==> src/rtl/fdc_rate_pkg.sv <==
// Package: shared widths, reset value and rate encoding for the rate select
// register. Assumes the register byte is exactly rate + precomp + 3 bits wide.
package fdc_rate_pkg;
    localparam int unsigned RATE_W  = 2;
    localparam int unsigned PCOMP_W = 3;
    localparam int unsigned BYTE_W  = RATE_W + PCOMP_W + 3;
    localparam logic [BYTE_W-1:0] HW_RESET_VAL = 8'h02;

    typedef enum logic [RATE_W-1:0] {
        RATE_C0  = 2'b00,
        RATE_C1  = 2'b01,
        RATE_250 = 2'b10,
        RATE_C3  = 2'b11
    } rate_code_e;
endpackage

==> src/rtl/rsel_field_reg.sv <==
// Module: holds the precompensation field and the shadow copy of the last
// written byte. Assumes the caller presents a single write strobe per cycle.
module rsel_field_reg #(
    parameter int unsigned BYTE_W  = 8,
    parameter int unsigned RATE_W  = 2,
    parameter int unsigned PCOMP_W = 3,
    parameter logic [BYTE_W-1:0] RST_VAL = 8'h02
) (
    input  logic              clk,
    input  logic              rst_n,
    input  logic              wr_en,
    input  logic [BYTE_W-1:0] wr_data,
    output logic [PCOMP_W-1:0] pcomp,
    output logic [BYTE_W-1:0] shadow
);
    localparam int unsigned PC_LSB = RATE_W;
    localparam int unsigned PC_MSB = RATE_W + PCOMP_W - 1;
    localparam int unsigned SR_BIT = BYTE_W - 1;

    logic [BYTE_W-1:0] shadow_nxt;

    // Build the shadow value: the written byte with the self-clearing bit zeroed.
    always_comb begin
        shadow_nxt         = wr_data;
        shadow_nxt[SR_BIT] = 1'b0;
    end

    // Load the precompensation field on a write; the hardware reset restores the default.
    always_ff @(posedge clk) begin
        if (!rst_n)
            pcomp <= RST_VAL[PC_MSB:PC_LSB];
        else if (wr_en)
            pcomp <= wr_data[PC_MSB:PC_LSB];
    end

    // Keep the readable copy of the last written byte.
    always_ff @(posedge clk) begin
        if (!rst_n)
            shadow <= RST_VAL;
        else if (wr_en)
            shadow <= shadow_nxt;
    end
endmodule

==> src/rtl/rate_owner.sv <==
// Module: settles the active data rate between two writers. The most recent
// writer wins; when both write in the same cycle the rate select port wins.
module rate_owner #(
    parameter int unsigned RATE_W = 2,
    parameter logic [RATE_W-1:0] RST_RATE = 2'b10
) (
    input  logic              clk,
    input  logic              rst_n,
    input  logic              a_wr,
    input  logic [RATE_W-1:0] a_rate,
    input  logic              b_wr,
    input  logic [RATE_W-1:0] b_rate,
    output logic [RATE_W-1:0] rate
);
    // Track the rate from whichever port wrote last, port a first on a tie.
    always_ff @(posedge clk) begin
        if (!rst_n)
            rate <= RST_RATE;
        else if (a_wr)
            rate <= a_rate;
        else if (b_wr)
            rate <= b_rate;
    end
endmodule

==> src/rtl/lowpwr_ctrl.sv <==
// Module: manual low-power flag and the clock and separator enables it gates.
// Assumes the write path decides the flag when a write and an access coincide.
module lowpwr_ctrl (
    input  logic clk,
    input  logic rst_n,
    input  logic wr_en,
    input  logic wr_lp,
    input  logic wr_swr,
    input  logic acc,
    output logic lp,
    output logic clk_en,
    output logic sep_en
);
    logic lp_nxt;

    // Next state of the flag: writes set or clear it, and an access ends it.
    always_comb begin
        lp_nxt = lp;
        if (wr_en)
            lp_nxt = wr_lp & ~wr_swr;
        else if (acc)
            lp_nxt = 1'b0;
    end

    // Hold the flag and the registered enables so that they change together.
    always_ff @(posedge clk) begin
        if (!rst_n) begin
            lp     <= 1'b0;
            clk_en <= 1'b1;
            sep_en <= 1'b1;
        end else begin
            lp     <= lp_nxt;
            clk_en <= ~lp_nxt;
            sep_en <= ~lp_nxt;
        end
    end
endmodule

==> src/rtl/swrst_gen.sv <==
// Module: turns a write with the reset bit set into a one-cycle pulse. The
// register bit itself is never stored, so it reads back as zero.
module swrst_gen (
    input  logic clk,
    input  logic rst_n,
    input  logic wr_en,
    input  logic wr_swr,
    output logic pulse
);
    // Issue one pulse cycle per qualifying write.
    always_ff @(posedge clk) begin
        if (!rst_n)
            pulse <= 1'b0;
        else
            pulse <= wr_en & wr_swr;
    end
endmodule

==> src/rtl/fdc_rate_ctl.sv <==
// Module: top of the rate select register. Splits a host byte into rate,
// precompensation, low-power and reset-request fields. Assumes the byte layout
// is reset request (MSB), low power, reserved, precomp, rate (LSBs).
module fdc_rate_ctl
    import fdc_rate_pkg::*;
#(
    parameter int unsigned R_W = RATE_W,
    parameter int unsigned P_W = PCOMP_W,
    parameter int unsigned B_W = BYTE_W
) (
    input  logic           clk,
    input  logic           rst_n,
    input  logic           rsel_wr_en,
    input  logic [B_W-1:0] rsel_wr_data,
    input  logic           ccr_wr_en,
    input  logic [R_W-1:0] ccr_wr_data,
    input  logic           data_reg_acc,
    input  logic           msr_acc,
    output logic [R_W-1:0] active_rate,
    output logic [P_W-1:0] precomp_code,
    output logic           low_power,
    output logic           core_clk_en,
    output logic           sep_en,
    output logic           soft_rst_pulse,
    output logic [B_W-1:0] shadow_q
);
    localparam int unsigned SR_BIT = B_W - 1;
    localparam int unsigned LP_BIT = B_W - 2;
    localparam logic [B_W-1:0] RST_V = HW_RESET_VAL;

    logic host_acc;
    logic wr_swr;
    logic wr_lp;

    // Decode the single-bit controls of the written byte and merge the access strobes.
    always_comb begin
        wr_swr   = rsel_wr_data[SR_BIT];
        wr_lp    = rsel_wr_data[LP_BIT];
        host_acc = data_reg_acc | msr_acc;
    end

    rsel_field_reg #(
        .BYTE_W (B_W),
        .RATE_W (R_W),
        .PCOMP_W(P_W),
        .RST_VAL(RST_V)
    ) u_fields (
        .clk    (clk),
        .rst_n  (rst_n),
        .wr_en  (rsel_wr_en),
        .wr_data(rsel_wr_data),
        .pcomp  (precomp_code),
        .shadow (shadow_q)
    );

    rate_owner #(
        .RATE_W  (R_W),
        .RST_RATE(RST_V[R_W-1:0])
    ) u_rate (
        .clk   (clk),
        .rst_n (rst_n),
        .a_wr  (rsel_wr_en),
        .a_rate(rsel_wr_data[R_W-1:0]),
        .b_wr  (ccr_wr_en),
        .b_rate(ccr_wr_data),
        .rate  (active_rate)
    );

    lowpwr_ctrl u_lp (
        .clk   (clk),
        .rst_n (rst_n),
        .wr_en (rsel_wr_en),
        .wr_lp (wr_lp),
        .wr_swr(wr_swr),
        .acc   (host_acc),
        .lp    (low_power),
        .clk_en(core_clk_en),
        .sep_en(sep_en)
    );

    swrst_gen u_swr (
        .clk   (clk),
        .rst_n (rst_n),
        .wr_en (rsel_wr_en),
        .wr_swr(wr_swr),
        .pulse (soft_rst_pulse)
    );
endmodule

==> config.mk <==
export PLATFORM = sky130hd
export DESIGN_NAME = fdc_rate_ctl
export DESIGN_NICKNAME = d
export VERILOG_FILES = /design/src/rtl/fdc_rate_pkg.sv /design/src/rtl/rsel_field_reg.sv /design/src/rtl/rate_owner.sv /design/src/rtl/lowpwr_ctrl.sv /design/src/rtl/swrst_gen.sv /design/src/rtl/fdc_rate_ctl.sv
export SDC_FILE = /design/constraint.sdc
export NUM_CORES = 1
export LEC_CHECK = 0
export ABC_CLOCK_PERIOD_IN_PS = 1500
export BUFFER_PORTS_ARGS = -buffer_cell sky130_fd_sc_hd__buf_2
export CELL_PAD_IN_SITES_DETAIL_PLACEMENT = 0
export CELL_PAD_IN_SITES_GLOBAL_PLACEMENT = 2
export CORE_ASPECT_RATIO = 0.75
export CORE_MARGIN = 3
export CORE_UTILIZATION = 24
export DETAILED_ROUTE_END_ITERATION = 8
export PLACE_DENSITY = 0.9
export SKIP_LAST_GASP = 1
export SYNTH_ARGS = -nofsm -noshare
export SYNTH_HDL_FRONTEND = slang
export SYNTH_SLANG_ARGS = --single-unit
==> constraint.sdc <==
create_clock -name clk -period 1.5 [get_ports clk]
set_input_delay 0.225 -clock clk [delete_from_list [all_inputs] [get_ports clk]]
set_output_delay 0.225 -clock clk [all_outputs]
set_load 0.01 [all_outputs]
==> results.md <==
- Outcome: complete, no violations
- # diodes: 0
- Cell variety after synth: 17
- Final setup violation count: 0
- I/O pin cnt: 33
- Cell Chain, Critical Path: buf_2
- Critical path class: reg -> out
- Hold-fix buffers, CTS: 0
- Worst skew pair latency: 260 ps
- Die width: 59.5 um
- Initial antenna violation count: 0
- DRC viols: 0
- Clock transition at path regs: 80 ps
- TritonCTS clock tree: yes
- Dpl hpwl: 841 um
- DRT antenna net count: 0
- Maximum vdd drop: 0.403 mV
- Commonest non-fill, non-tap cell in the layout: buf_2
- FF+latch count, synth: 12
- Delay-heaviest family, CP: flip-flops
- Worst EP arrival: 740 ps
- CTS root buffer: clkbuf_4
- Vias in the first global route: 359
- First-pass GRT wire length: 1500 um
- Placer Congestion: 0.668
- Slowest cell delay on critical path: 340 ps
- I/O Buffers: 31
- Worst setup SP type: register
- Leakage: 0.352 nW
- Max-slew violation count: 0
- Slowest cell on the critical path: dfxtp_1
- Die Height: 46.1 um
- Drt first pass iters: 2
- Largest net degree at the start of global routing: 15
- Routed WL per cell: 11.0 um
- Max-Cap Viols: 0
- Post-Place Cells: 92
- Via count: 399
- Core area: 1870 um2
- Sequential area share after synthesis: 0.467
- Most frequent cells in the layout: buf_2 (31), dfxtp_1 (12), nor2b_1 (8), mux2i_1 (7), clkbuf_4 (3)
- Final wirelength: 1060 um
- Crit. End Element: output pin
- Area Overhead vs Synth: 32.4%
- Final Hold Fails: 0
- Power density over cell area: 1020 nW/um2
- Post-CTS Setup Repair Bufs: 0
- Final Util: 0.364
- WHS: 209 ps
- Initial Util: 0.275
- Min-delay worst type: in -> reg
- Layout Cells excl Fill: 96
- Tot GR Track Use: 0.0779
- Worst path required time: 1270 ps
- Vias per cell: 4.16
- Area of the mapped netlist: 514 um2
- Synth Warn #: 0
- Post-layout minimum cycle time: 968 ps
- Clock tree buffer depth: 2
- Post-synthesis average cell area: 11.2 um2
- Initial drt markers: 11
- RSZ-0062 raised after global routing: false
- Cells after synthesis: 46
- Total CTS buffers: 3
- Htree depth: 1
- Total die area: 2740 um2
- Layout cells sized above 1: 0.514
- Gr ovfl total: 0
- Post-CTS sizing: 0
- Worst Skew: 0.00888 ps
- Setup TNS: 0 ps
- Site row count: 13
- Worst-path maximum fanout: 3
- Fin crit share: 0.645
- Worst path bufs/invs: 1
- Max Fclk: 1030 MHz
- Syn Nets: 62
- NumNets Final: 91
- Clock sink count: 12
[flip-flops by register name, indices dropped and copies added, names as in the netlist]
signal,flops
u_fields.pcomp,2
u_fields.shadow,5
u_lp.clk_en,1
u_lp.lp,1
u_rate.rate,2
u_swr.pulse,1
[stage by stage]
step | worst slack (ps) | power [mW] | cell area [um2]
after floorplan | 625 | 0.415 | 514
after global placement | 506 | 0.453 | 644
after detailed placement | 489 | 0.455 | 644
after CTS | 513 | 0.708 | 681
after global routing | 465 | 0.739 | 681
final | 532 | 0.697 | 681
[Yosys cell counts]
library cell,n,area share
o21ai_0,2,0.019
o211a_1,1,0.019
mux2_2,1,0.022
nor4b_4,1,0.046
o21a_1,1,0.015
dfxtp_1,12,0.47
nor2_1,1,0.0073
conb_1,1,0.0073
clkbuf_1,1,0.0073
nor2b_1,8,0.097
mux2i_1,7,0.14
a22oi_1,1,0.015
and3b_2,1,0.019
or2b_1,1,0.015
buf_6,1,0.022
buf_4,5,0.073
and3_1,1,0.012
[cells by family after synthesis]
family	after synthesis	share of synthesized area
compound gates	5	0.0681
buf+inv	7	0.102
flops	12	0.467
mux	8	0.158
other cells	1	0.00729
simple gates	13	0.197
[final timing paths]
| check | start | end | slack, ps | depth (start not counted) |
|---|---|---|---|---|
| max | u_fields.pcomp[0]$_SDFFE_PN0P_ | precomp_code[0] | 530 | 1 |
| min | rsel_wr_data[7] | u_swr.pulse$_SDFF_PN0_ | 210 | 2 |
| max reg2reg | u_rate.rate[0]$_SDFFE_PN0P_ | u_rate.rate[0]$_SDFFE_PN0P_ | 650 | 2 |
| min reg2reg | u_fields.shadow[1]$_SDFFE_PN1P_ | u_fields.shadow[1]$_SDFFE_PN1P_ | 510 | 2 |
[routing by layer]
metal,vias to the layer above,GRT usage,wire length [um]
met2,16,0.120,497
met5,-,0,0
met3,0,0.0392,132
met4,0,0.0407,0
met1,178,0.0889,426
li1,205,-,-
[area by class of cell]
class,count,area [um2]
timing repair buffer,31,155
fill,190,1190
tap,22,27.5
multi-input combinational,27,221
clock buffer,4,36.3
sequential,12,240
[power breakdown]
group          switching, mW  leakage [nW]  internal, mW  total (mW)
Clock                  0.105        0.0210         0.147       0.252
Sequential           0.00815        0.0990         0.336       0.344
Combinational         0.0490         0.232        0.0519       0.101
Total                  0.162         0.352         0.535       0.697
Power figures use the tool's default switching activity.
